**config.mk**
```make
export PLATFORM = sky130hd
export DESIGN_NAME = smbus_pec_gen
export DESIGN_NICKNAME = d
export VERILOG_FILES = /design/src/rtl/smbus_pec_pkg.sv /design/src/rtl/pec_crc_core.sv /design/src/rtl/pec_compare.sv /design/src/rtl/pec_append_ctl.sv /design/src/rtl/smbus_pec_gen.sv
export SDC_FILE = /design/constraint.sdc
export NUM_CORES = 1
export LEC_CHECK = 0
export ABC_AREA = 1
export BUFFER_PORTS_ARGS = -buffer_cell sky130_fd_sc_hd__buf_4
export CORE_MARGIN = 4
export CORE_UTILIZATION = 46
export DETAILED_ROUTE_END_ITERATION = 6
export GPL_ROUTABILITY_DRIVEN = 0
export GPL_TIMING_DRIVEN = 0
export PLACE_DENSITY = 0.7
export SLEW_MARGIN = 10
export SYNTH_ARGS = -nofsm -noshare
export SYNTH_HDL_FRONTEND = slang
export SYNTH_HIERARCHICAL = 1
export SYNTH_SLANG_ARGS = --single-unit
```
**constraint.sdc**
```tcl
create_clock -name clk -period 2 [get_ports clk]
set_input_delay 0.4 -clock clk [delete_from_list [all_inputs] [get_ports clk]]
set_output_delay 0.4 -clock clk [all_outputs]
set_load 0.005 [all_outputs]
```
**src/rtl/smbus_pec_pkg.sv**
```systemverilog
package smbus_pec_pkg;
  localparam int CRC_W = 8;

  function automatic logic [CRC_W-1:0] crc_step(
    input logic [CRC_W-1:0] cur,
    input logic [CRC_W-1:0] din,
    input logic [CRC_W-1:0] poly
  );
    logic [CRC_W-1:0] r;
    r = cur ^ din;
    for (int i = 0; i < CRC_W; i++) begin
      if (r[CRC_W-1]) r = (r << 1) ^ poly;
      else            r = r << 1;
    end
    return r;
  endfunction
endpackage

```
**src/rtl/pec_crc_core.sv**
```systemverilog
module pec_crc_core
  import smbus_pec_pkg::*;
#(
  parameter logic [CRC_W-1:0] POLY = 8'h07,
  parameter logic [CRC_W-1:0] INIT = 8'h00
) (
  input  logic             clk,
  input  logic             rst,
  input  logic             clr,
  input  logic             upd,
  input  logic [CRC_W-1:0] din,
  output logic [CRC_W-1:0] crc
);
  logic [CRC_W-1:0] base;
  assign base = clr ? INIT : crc;

  always_ff @(posedge clk) begin
    if (rst)      crc <= INIT;
    else if (upd) crc <= crc_step(base, din, POLY);
    else if (clr) crc <= INIT;
  end

  assert_hold_R6: assert property (@(posedge clk) disable iff (rst)
    (!upd && !clr) |=> $stable(crc));
  assert_clear_R4: assert property (@(posedge clk) disable iff (rst)
    (clr && !upd) |=> (crc == INIT));
endmodule

```
**src/rtl/pec_compare.sv**
```systemverilog
module pec_compare
  import smbus_pec_pkg::*;
#(
  parameter logic [CRC_W-1:0] INIT = 8'h00
) (
  input  logic             clk,
  input  logic             rst,
  input  logic             clr,
  input  logic             chk_vld,
  input  logic [CRC_W-1:0] din,
  input  logic [CRC_W-1:0] crc,
  output logic             pec_ok
);
  logic [CRC_W-1:0] ref_code;
  assign ref_code = clr ? INIT : crc;

  always_ff @(posedge clk) begin
    if (rst)          pec_ok <= 1'b0;
    else if (chk_vld) pec_ok <= (din == ref_code);
    else if (clr)     pec_ok <= 1'b0;
  end

  assert_ok_clr_R8: assert property (@(posedge clk) disable iff (rst)
    (clr && !chk_vld) |=> !pec_ok);
  assert_ok_hold_R8: assert property (@(posedge clk) disable iff (rst)
    (!clr && !chk_vld) |=> $stable(pec_ok));
endmodule

```
**src/rtl/pec_append_ctl.sv**
```systemverilog
module pec_append_ctl #(
  parameter int NUM_DEST = 2
) (
  input  logic                clk,
  input  logic                rst,
  input  logic [NUM_DEST-1:0] dest_sel,
  input  logic [NUM_DEST-1:0] dest_en,
  output logic                pec_append
);
  logic [NUM_DEST-1:0] hit;

  for (genvar g = 0; g < NUM_DEST; g++) begin : g_dest
    assign hit[g] = dest_sel[g] & dest_en[g];
  end

  always_ff @(posedge clk) begin
    if (rst) pec_append <= 1'b0;
    else     pec_append <= |hit;
  end

  assert_no_en_R9: assert property (@(posedge clk) disable iff (rst)
    (dest_en == '0) |=> !pec_append);
  assert_no_dest_R9: assert property (@(posedge clk) disable iff (rst)
    (dest_sel == '0) |=> !pec_append);
endmodule

```
**src/rtl/smbus_pec_gen.sv**
```systemverilog
module smbus_pec_gen
  import smbus_pec_pkg::*;
#(
  parameter logic [CRC_W-1:0] POLY     = 8'h07,
  parameter logic [CRC_W-1:0] INIT     = 8'h00,
  parameter int               NUM_DEST = 2
) (
  input  logic                clk,
  input  logic                rst,
  input  logic                clr,
  input  logic                byte_vld,
  input  logic                chk,
  input  logic [CRC_W-1:0]    byte_in,
  input  logic [NUM_DEST-1:0] dest_sel,
  input  logic [NUM_DEST-1:0] dest_en,
  output logic [CRC_W-1:0]    crc_out,
  output logic                pec_ok,
  output logic                pec_append
);
  logic upd;
  logic chk_vld;
  assign upd     = byte_vld & ~chk;
  assign chk_vld = byte_vld &  chk;

  pec_crc_core #(.POLY(POLY), .INIT(INIT)) u_core (
    .clk(clk), .rst(rst), .clr(clr), .upd(upd), .din(byte_in), .crc(crc_out)
  );

  pec_compare #(.INIT(INIT)) u_cmp (
    .clk(clk), .rst(rst), .clr(clr), .chk_vld(chk_vld),
    .din(byte_in), .crc(crc_out), .pec_ok(pec_ok)
  );

  pec_append_ctl #(.NUM_DEST(NUM_DEST)) u_app (
    .clk(clk), .rst(rst), .dest_sel(dest_sel), .dest_en(dest_en),
    .pec_append(pec_append)
  );

  assert_chk_keep_R7: assert property (@(posedge clk) disable iff (rst)
    (chk_vld && !clr) |=> $stable(crc_out));
  assert_chk_clr_R7: assert property (@(posedge clk) disable iff (rst)
    (chk_vld && clr) |=> (crc_out == INIT));
endmodule

```
==> impl_metrics.toml, run 1 <==
[status]
status = "finished, final reports clean"

[pwr]
internal-power_w = 0.000427
p_sw_w = 0.000239
share_comb_of_total_power_pct = 37.7
vdd_ir_drop_max_mv = 0.383
leakage_nw = 0.785
clkPwrFrac_pct = 28.7
power_density_nw_per_um2 = 475
switching_share_pct = 35.8
power_share_of_the_sequential_group_pct = 33.6

[logic_synthesis]
synth_common_cells = "92 x sky130_fd_sc_hd__nand2_1, 22 x sky130_fd_sc_hd__nand3_1, 21 x sky130_fd_sc_hd__inv_1"
synth_enable_flop_cells = 0
synthesis.instances = 192
synth.yosys.seq_area_share_pct = 17.6
synth_seq_cells = 10
yosys.cell_count.top_type = "sky130_fd_sc_hd__nand2_1"
ys_async_sr_fraction_pct = 0
yosys.cell_types.count = 25
yosys.area.top_type = "sky130_fd_sc_hd__nand2_1"
synth.avg_cell_area_um2 = 5.92
synthesis.nets = 209
mappedNetlistArea_um2 = 1140
yosys_warnings = 6
synthTopCellsByArea = "sky130_fd_sc_hd__nand2_1 30%, sky130_fd_sc_hd__dfxtp_1 18%, sky130_fd_sc_hd__nand3_1 9.7%"
netlist.area_leader.share_pct = 30.4
ys_dominant_reg_cell = "sky130_fd_sc_hd__dfxtp_1"

[setup_path]
critical_path.endpoint_type = "flip-flop"
worstSetupStartpointType = "flip-flop"
cp_slowest_cell = "sky130_fd_sc_hd__dfxtp_1"
crit_path_max_incr_delay_ns = 0.46
r2r_setup_slack_ns = 0.54
reg2regPathDepth = 11
timing.critical_path.arrival_ns = 1.64
critical_path.reg2reg.startpoint = "u_core/crc[7]"
cp_data_required_time_ns = 2.18
cp_common_cell = "sky130_fd_sc_hd__nand2_1"
timing.setup.critical_path_class = "flip-flop to flip-flop"
worst-path-max-fanout = 6
crit_path_cell_trace = "nand2_1 -> nand2_1 -> nand2_1 -> nand2_1 -> nand2_1 -> nand2_1 -> nand2_2 -> nand2_1 -> nand3_1 -> nand2_1 -> inv_1"
r2r_end = "u_core/crc[2]"

[job]
maxCapViolations = 0

[global_routing]
number_of_global_route_vias_before_repair = 1112
overflow = 0
antenna_found_initial = 0
globalRouteTotalUtil_pct = 18.4
global_route_wire_length_before_repair_um = 4770
grt_max_degree = 11

[sta]
rsz_0062_raised_after_global_routing = "false"
timing.final.setup_violations = 0
final_hold_violations = 0
worst_clock_skew_ns = 0.00314
timing_max_transition_violations_final = 0
clock.fmax_mhz = 684
final_worst_slack_ns = 0.538
finalCritPeriodShare_pct = 73.1
max-slew-margin-rel_pct = 77.2
actual_slew_at_the_worst_max_slew_pin_ns = 0.341
fin_worst_hold_slack_ns = 0.301
final.setup.tns_ns = 0
period_needed_ns = 1.46

[placed_design]
io_buffers = 26
preCtsSetupSlack_ns = 0.323
detailed_place_hpwl_um = 2270

[clock_network]
post_cts_repair_resize_count = 0
cts_tree = "yes"
post_cts_hold_buffer_count = 0
clock_sink_count = 10
clk_latency_ns = 0.27
clock_root_cell = "sky130_fd_sc_hd__clkbuf_4"
postCtsSetupRepairBufs = 0
htree_num_levels = 1
numCtsBuffers = 3
max_clock_buf_depth = 2
clk_pin_slew_worst_paths_ns = 0.08

[floorplanning]
dieWidth_um = 57.7
placementRows = 17
i_o_pin_count = 27
core_region_area_um2 = 2280
floorplan.initialDensity_pct = 49.9
dieHeight_um = 57.7
die_footprint_um2 = 3330

[final_layout]
ratio_of_cells_with_drive_above_1_in_the_final_layout_pct = 26.6
fillCellCount = 243
multi_input_area_um2 = 801
n_antenna_cell = 0
design.final.nets = 240
sequential_cell_area_um2 = 200
syn2layout_area_growth_pct = 23.5

[drt]
drt-total-wl_um = 2850
viasPerCell = 4.99
route.vias.total = 1247
ant_nets = 0
firstDrtPassIters = 4
route.detailed.drc = 0
drt-initial-drc-count = 70
wl_per_cell_um = 11.4

[min_path]
min_path_type = "input port to flip-flop"
hold-path-cell-count = 2
timing.hold.worst.start = "rst"
hold_end = "u_cmp/pec_ok"
-- how the worst max path moves through the flow --
stage / depth (start not counted) / to / from
detailed placement: 11 / u_core/crc[4] / clr
CTS: 11 / u_core/crc[2] / u_core/crc[7]
finish: 11 / u_core/crc[2] / u_core/crc[7]
global route: 11 / u_core/crc[2] / u_core/crc[7]
floorplan: 11 / u_core/crc[5] / clr
global placement: 11 / u_core/crc[4] / clr
-- per-layer routing --
layer  part of all wire, %  GRT usage [%]
met5                     0              0
met4                   1.1           5.63
met3                   5.4           2.90
met2                    49           32.1
met1                    44           23.0
-- power by group through the flow --
stage               clock network [W]  logic, W  registers (W)
finish                       0.000191  0.000251       0.000224
global route                 0.000202  0.000282       0.000226
CTS                          0.000195  0.000251       0.000224
detailed placement                  0  0.000248       0.000228
global placement                    0  0.000243       0.000228
floorplan                           0  0.000165       0.000228
-- kinds of logic (layout without fill, tap and decap cells) --
family	after synthesis	count (layout)	share of synthesized area (%)
AO/OA/AOI/OAI	12	12	5.95
XOR/XNOR	7	7	9.03
buffers and inverters	27	57	11.9
flip-flops	10	10	17.6
AND/OR/NAND/NOR	136	136	55.5
-- through the flow --
stage          cell area, um^2  std cells  utilization (%)  power (W)
2_1_floorplan             1140        192                -   0.000393
3_5_place_dp              1370        246             60.0   0.000477
5_1_grt                   1400        250             61.6   0.000709
3_3_place_gp              1370        246             60.0   0.000471
6_report                  1400        250             61.6   0.000666
4_1_cts                   1400        250             61.6   0.000670
-- worst max-delay path: cells and delay by family (launching register included) --
kind / cells / cell delay [ns]
buffers and inverters: 1 / 0.03
flip-flops: 1 / 0.46
AND/OR/NAND/NOR: 10 / 0.88
-- flip-flops by register name, summed over array words and instances, names as in the netlist --
register / cells
u_core/crc: 8
u_app/pec_append: 1
u_cmp/pec_ok: 1
-- cell type report --
type	count	area share (%)
timing repair buffer	26	13.9
tap	28	2.50
buffer	4	3.48
inverter	23	6.16
sequential	10	14.3
clock buffer	4	2.59
multi-input combinational	155	57.1
-- cell usage in the layout (no fill, tap or decap) --
| cell type | instances |
|---|---|
| sky130_fd_sc_hd__nand2_1 | 92 |
| sky130_fd_sc_hd__buf_4 | 27 |
| sky130_fd_sc_hd__nand3_1 | 22 |
| sky130_fd_sc_hd__inv_1 | 21 |
| sky130_fd_sc_hd__dfxtp_1 | 10 |
| sky130_fd_sc_hd__nand2_2 | 7 |
| sky130_fd_sc_hd__a21oi_1 | 7 |
| sky130_fd_sc_hd__nand2_4 | 4 |
| sky130_fd_sc_hd__clkbuf_4 | 3 |
| sky130_fd_sc_hd__xor2_1 | 3 |
| sky130_fd_sc_hd__nor2_1 | 3 |
| sky130_fd_sc_hd__nor2_2 | 2 |
| sky130_fd_sc_hd__a21oi_2 | 2 |
| sky130_fd_sc_hd__inv_2 | 2 |
| sky130_fd_sc_hd__xor2_2 | 2 |
| sky130_fd_sc_hd__nand3b_1 | 2 |
| sky130_fd_sc_hd__o21ai_1 | 2 |
| sky130_fd_sc_hd__nand3_2 | 2 |
| sky130_fd_sc_hd__clkbuf_8 | 1 |
| sky130_fd_sc_hd__buf_6 | 1 |
| sky130_fd_sc_hd__o21ai_0 | 1 |
| sky130_fd_sc_hd__nor3_2 | 1 |
| sky130_fd_sc_hd__buf_12 | 1 |
| sky130_fd_sc_hd__nand3_4 | 1 |
| sky130_fd_sc_hd__clkdlybuf4s25_2 | 1 |
| sky130_fd_sc_hd__xnor2_4 | 1 |
| sky130_fd_sc_hd__xnor2_2 | 1 |
No activity file was read; power rests on OpenSTA's default activity.
==> run 2: changes to the inputs <==
--- a/config.mk
+++ b/config.mk
@@ -5,14 +5,14 @@
 export SDC_FILE = /design/constraint.sdc
 export NUM_CORES = 1
 export LEC_CHECK = 0
-export ABC_AREA = 1
+export ABC_AREA = 0
 export BUFFER_PORTS_ARGS = -buffer_cell sky130_fd_sc_hd__buf_4
 export CORE_MARGIN = 4
-export CORE_UTILIZATION = 46
+export CORE_UTILIZATION = 45
 export DETAILED_ROUTE_END_ITERATION = 6
 export GPL_ROUTABILITY_DRIVEN = 0
 export GPL_TIMING_DRIVEN = 0
-export PLACE_DENSITY = 0.7
+export PLACE_DENSITY = 0.74
 export SLEW_MARGIN = 10
 export SYNTH_ARGS = -nofsm -noshare
 export SYNTH_HDL_FRONTEND = slang
==> constraint.sdc (replaced) <==
create_clock -name clk -period 1.3 [get_ports clk]
set_input_delay 0.26 -clock clk [delete_from_list [all_inputs] [get_ports clk]]
set_output_delay 0.26 -clock clk [all_outputs]
set_load 0.005 [all_outputs]
==> impl_metrics.toml, run 2 <==
[status]
status = "complete, but fails checks"
failed_checks = "negative setup slack"

[sta]
clock.fmax_mhz = 537
final_worst_slack_ns = -0.562
timing_max_transition_violations_final = 0
max-slew-margin-rel_pct = 67.3
period_needed_ns = 1.86
actual_slew_at_the_worst_max_slew_pin_ns = 0.491
finalCritPeriodShare_pct = 143
fin_worst_hold_slack_ns = 0.163
worst_clock_skew_ns = 0.00276
timing.final.setup_violations = 6
final_hold_violations = 0
rsz_0062_raised_after_global_routing = "true"

[logic_synthesis]
synthesis.instances = 110
yosys.cell_count.top_type = "sky130_fd_sc_hd__xnor2_1"
synth.avg_cell_area_um2 = 8.16
ys_dominant_reg_cell = "sky130_fd_sc_hd__dfxtp_1"
netlist.area_leader.share_pct = 22.3
synth_enable_flop_cells = 0
yosys.area.top_type = "sky130_fd_sc_hd__dfxtp_1"
ys_async_sr_fraction_pct = 0
yosys_warnings = 6
yosys.cell_types.count = 38
synth.yosys.seq_area_share_pct = 22.3
synth_seq_cells = 10
synthesis.nets = 127
synthTopCellsByArea = "sky130_fd_sc_hd__dfxtp_1 22%, sky130_fd_sc_hd__xnor2_1 17%, sky130_fd_sc_hd__xnor3_1 7.5%"
mappedNetlistArea_um2 = 897
synth_common_cells = "17 x sky130_fd_sc_hd__xnor2_1, 13 x sky130_fd_sc_hd__nor2_1, 12 x sky130_fd_sc_hd__nand2_1"

[clock_network]
clock_sink_count = 10
cts_tree = "yes"
clk_pin_slew_worst_paths_ns = 0.07
clk_latency_ns = 0.27
numCtsBuffers = 3
max_clock_buf_depth = 2
htree_num_levels = 1
clock_root_cell = "sky130_fd_sc_hd__clkbuf_4"

[global_routing]
number_of_global_route_vias_before_repair = 863
antenna_found_initial = 0
grt_max_degree = 11
globalRouteTotalUtil_pct = 19.1
overflow = 0
global_route_wire_length_before_repair_um = 3800

[final_layout]
syn2layout_area_growth_pct = 45.7
stdcell_count = 173
registers.top_by_ff_count = "u_core/crc"
design.final.nets = 166
final_core_utilization_pct = 72.6
largestRegisters = "u_core/crc (8), u_app/pec_append (1), u_cmp/pec_ok (1)"
final_cell_mix = "34 x sky130_fd_sc_hd__buf_4, 14 x sky130_fd_sc_hd__xnor2_1, 12 x sky130_fd_sc_hd__nor2_1, 12 x sky130_fd_sc_hd__nand2_1, 7 x sky130_fd_sc_hd__inv_1"
n_antenna_cell = 0
fillCellCount = 154
ratio_of_cells_with_drive_above_1_in_the_final_layout_pct = 41.9
max_ffs_per_register = 8
layout_commonest_cell = "sky130_fd_sc_hd__buf_4"

[pwr]
leakage_nw = 0.572
power_density_nw_per_um2 = 849
vdd_ir_drop_max_mv = 0.625
design_power_total_w = 0.00111

[placed_design]
preCtsSetupSlack_ns = -0.720
detailed_place_hpwl_um = 1800
io_buffers = 26
post-place-cells = 161

[setup_path]
worstSetupStartpointType = "flip-flop"
critical_path.reg2reg.startpoint = "u_core/crc[7]"
timing.setup.critical_path_class = "flip-flop to flip-flop"
cp_data_required_time_ns = 1.46
timing.critical_path.arrival_ns = 2.03
critPathLaunch = "u_core/crc[7]"
critical_path.endpoint_type = "flip-flop"
worst-path-max-fanout = 3

[drt]
viasPerCell = 5.25
drt-initial-drc-count = 14
ant_nets = 0
firstDrtPassIters = 4
drt-total-wl_um = 2420
route.vias.total = 908
route.detailed.drc = 0
wl_per_cell_um = 14.0

[floorplanning]
die_footprint_um2 = 2770
i_o_pin_count = 27
dieWidth_um = 52.7
dieHeight_um = 52.7
placementRows = 15
floorplan.initialDensity_pct = 49.8
core_region_area_um2 = 1800

[min_path]
timing.hold.worst.start = "rst"
min_path_type = "input port to flip-flop"

[job]
maxCapViolations = 0
[run 2: through the flow]
stage	instance area [um^2]	setup TNS (ns)
6_report	1310	-1.09
5_1_grt	1310	-1.72
4_1_cts	1240	-0.965
3_5_place_dp	1150	-2.06
3_3_place_gp	1150	-1.82
2_1_floorplan	925	-0.707
[run 2: what timing repair did]
action                     4_1_cts  5_1_grt
pin swaps                        8        1
buffers inserted                 5        3
setup endpoints to repair        5        9
hold buffers                     0        0
gates cloned                     0        0
resized for setup                4       11
[run 2: final timing paths]
path                 endpoint  slack (ns)  cells after the start
max reg2reg     u_core/crc[2]       -0.56                      6
max             u_core/crc[2]       -0.56                      6
min          u_app/pec_append        0.16                      2
min reg2reg     u_core/crc[4]        0.59                      3
[run 2: final cells by class]
type	count	area [um^2]	area share, %
repair buffers	34	255	19.5
plain buffers	3	20.0	1.53
well taps	25	31.3	2.39
flip-flops and latches	10	210	16.1
clock buffers	4	26.3	2.01
multi-input cells	90	738	56.5
inverters	7	26.3	2.01
[run 2: cells by family after synthesis]
| group | after synthesis | share of synthesized area (%) |
|---|---|---|
| DFF | 10 | 22.3 |
| xor gates and xnor gates | 26 | 31.7 |
| AOI/OAI and AO/OA | 18 | 13.7 |
| muxes | 4 | 4.60 |
| and+or+nand+nor | 42 | 23.3 |
| buffers and inverters | 10 | 4.46 |
[run 2: report_power, final]
part	total [W]	internal (W)	switching, W
clock	0.000236	0.000119	0.000117
sequential	0.000363	0.000330	0.0000323
combinational	0.000511	0.000291	0.000220
[run 2: routing by layer]
metal	part of all wire [%]	wire length (um)	vias up	global-route usage (%)
met5	0	0	-	0
met4	2.2	54	0	12.3
met3	3.8	92	5	1.71
met2	51	1230	20	31.0
met1	43	1040	434	23.8
li1	-	-	449	-
[run 2: critical path, cell delays in order, from the launching register on]
cell and delay, ns:
sky130_fd_sc_hd__dfxtp_4 0.37, sky130_fd_sc_hd__xnor2_4 0.18, sky130_fd_sc_hd__mux2i_2 0.27, sky130_fd_sc_hd__xor2_2 0.21, sky130_fd_sc_hd__xnor2_2 0.16, sky130_fd_sc_hd__mux2i_1 0.24, sky130_fd_sc_hd__mux2_1 0.33
==> run 3: changes to the inputs <==
==> constraint.sdc (replaced) <==
create_clock -name clk -period 1.3 [get_ports clk]
set_input_delay 0.195 -clock clk [delete_from_list [all_inputs] [get_ports clk]]
set_output_delay 0.195 -clock clk [all_outputs]
set_load 0.005 [all_outputs]
==> impl_metrics.toml, run 3 (same netlist as run 2, synthesis figures left out) <==
[global_routing]
overflow = 0
global_route_wire_length_before_repair_um = 4010
grt_max_degree = 11
number_of_global_route_vias_before_repair = 889
antenna_found_initial = 0
globalRouteTotalUtil_pct = 20.1

[setup_path]
cp_data_required_time_ns = 1.47
critical-path-top-delay-family = "multiplexers"
timing.setup.critical_path_class = "flip-flop to flip-flop"
worstSetupStartpointType = "flip-flop"
timing.critical_path.arrival_ns = 2.02
crit_path_cell_trace = "xnor2_4 -> mux2i_1 -> xor2_1 -> xnor2_1 -> mux2i_1 -> mux2_1"
crit_path_max_incr_delay_ns = 0.37
critical_path.endpoint_type = "flip-flop"
cp_num_buf_inv = 0
cp_common_cell = "sky130_fd_sc_hd__mux2i_1"
cp_slowest_cell = "sky130_fd_sc_hd__dfxtp_4"
worst-path-max-fanout = 2

[sta]
clock.fmax_mhz = 539
period_needed_ns = 1.86
timing_max_transition_violations_final = 0
rsz_0062_raised_after_global_routing = "true"
finalCritPeriodShare_pct = 143
actual_slew_at_the_worst_max_slew_pin_ns = 0.428
final_hold_violations = 0
timing.final.setup_violations = 4
fin_worst_hold_slack_ns = 0.105
worst_clock_skew_ns = 0.00678
final_worst_slack_ns = -0.555
max-slew-margin-rel_pct = 71.5

[clock_network]
max_clock_buf_depth = 2
post_cts_hold_buffer_count = 0
clock_sink_count = 10
clk_latency_ns = 0.27
cts_tree = "yes"
numCtsBuffers = 3
htree_num_levels = 1
clock_root_cell = "sky130_fd_sc_hd__clkbuf_4"
clk_pin_slew_worst_paths_ns = 0.08

[final_layout]
final_cell_mix = "35 x sky130_fd_sc_hd__buf_4, 12 x sky130_fd_sc_hd__xnor2_1, 12 x sky130_fd_sc_hd__nand2_1, 10 x sky130_fd_sc_hd__nor2_1, 6 x sky130_fd_sc_hd__dfxtp_4"
syn2layout_area_growth_pct = 51.5
largestRegisters = "u_core/crc (8), u_app/pec_append (1), u_cmp/pec_ok (1)"
ratio_of_cells_with_drive_above_1_in_the_final_layout_pct = 48.0
layout_commonest_cell = "sky130_fd_sc_hd__buf_4"
n_antenna_cell = 0
final_core_utilization_pct = 75.4
design.final.nets = 168
stdcell_count = 175
max_ffs_per_register = 8
fillCellCount = 137
registers.top_by_ff_count = "u_core/crc"

[status]
status = "complete, but fails checks"
failed_checks = "negative setup slack"

[drt]
ant_nets = 0
route.detailed.drc = 0
route.vias.total = 963
viasPerCell = 5.50
wl_per_cell_um = 15.9
drt-initial-drc-count = 35
drt-total-wl_um = 2780
firstDrtPassIters = 4

[floorplanning]
i_o_pin_count = 27
dieWidth_um = 52.7
placementRows = 15
floorplan.initialDensity_pct = 49.8
core_region_area_um2 = 1800
die_footprint_um2 = 2770
dieHeight_um = 52.7

[placed_design]
detailed_place_hpwl_um = 1840
post-place-cells = 161
io_buffers = 26
preCtsSetupSlack_ns = -0.745

[pwr]
power_share_of_the_sequential_group_pct = 31.4
share_comb_of_total_power_pct = 47.6
design_power_total_w = 0.00116
clkPwrFrac_pct = 21.0
vdd_ir_drop_max_mv = 0.619
leakage_nw = 0.592
internal-power_w = 0.000758
p_sw_w = 0.000403
switching_share_pct = 34.7
power_density_nw_per_um2 = 854

[job]
maxCapViolations = 0

[min_path]
min_path_type = "input port to flip-flop"
[run 3: cell count changes in the layout (fill, tap and decap cells not counted), sizes merged]
cell,before,now
buf,37,39
[run 3: worst paths after layout]
path,startpoint,to,slack [ns],cells past startpoint
max reg2reg,u_core/crc[1],u_core/crc[2],-0.56,6
max,u_core/crc[1],u_core/crc[2],-0.56,6
min,rst,u_app/pec_append,0.10,2
min reg2reg,u_core/crc[4],u_core/crc[4],0.63,3
[run 3: metal layers]
| metal | routed length, um | vias to the layer above | global-route usage [%] |
|---|---|---|---|
| li1 | - | 457 | - |
| met4 | 51 | 0 | 7.66 |
| met5 | 0 | - | 0 |
| met1 | 1070 | 461 | 24.6 |
| met2 | 1490 | 37 | 34.5 |
| met3 | 170 | 8 | 3.42 |
[run 3: repair_timing]
action                     4_1_cts  5_1_grt
pin swaps                        6       13
resized for setup               14       16
buffers inserted                 6        4
setup endpoints to repair        6        9
[run 3: power groups by stage]
stage	sequential (W)	combinational, W	clock [W]
after detailed placement	0.000369	0.000415	0
after floorplan	0.000364	0.000280	0
after global routing	0.000369	0.000585	0.000267
after global placement	0.000367	0.000403	0
after CTS	0.000361	0.000488	0.000242
final	0.000364	0.000553	0.000244
[run 3: cell type report]
class | instances | area (um^2) | share of cell area, %
plain buffers | 3 | 13.8 | 1.01
clock buffers | 4 | 26.3 | 1.93
inverters | 7 | 26.3 | 1.93
multi-input cells | 90 | 763 | 56.2
flip-flops and latches | 10 | 224 | 16.5
well taps | 25 | 31.3 | 2.30
repair buffers | 36 | 274 | 20.2
[run 3: metrics by stage]
| step | instance area [um^2] | TNS (ns) |
|---|---|---|
| 2_1_floorplan | 918 | -0.707 |
| 3_3_place_gp | 1140 | -1.82 |
| 3_5_place_dp | 1140 | -2.08 |
| 4_1_cts | 1270 | -1.00 |
| 5_1_grt | 1360 | -1.65 |
| 6_report | 1360 | -1.12 |
[run 3: worst reg2reg max path, cell delays in order, from the launching register on]
cell and delay [ns]:
sky130_fd_sc_hd__dfxtp_4 0.37, sky130_fd_sc_hd__xnor2_4 0.17, sky130_fd_sc_hd__mux2i_1 0.24, sky130_fd_sc_hd__xor2_1 0.20, sky130_fd_sc_hd__xnor2_1 0.20, sky130_fd_sc_hd__mux2i_1 0.24
sky130_fd_sc_hd__mux2_1 0.33
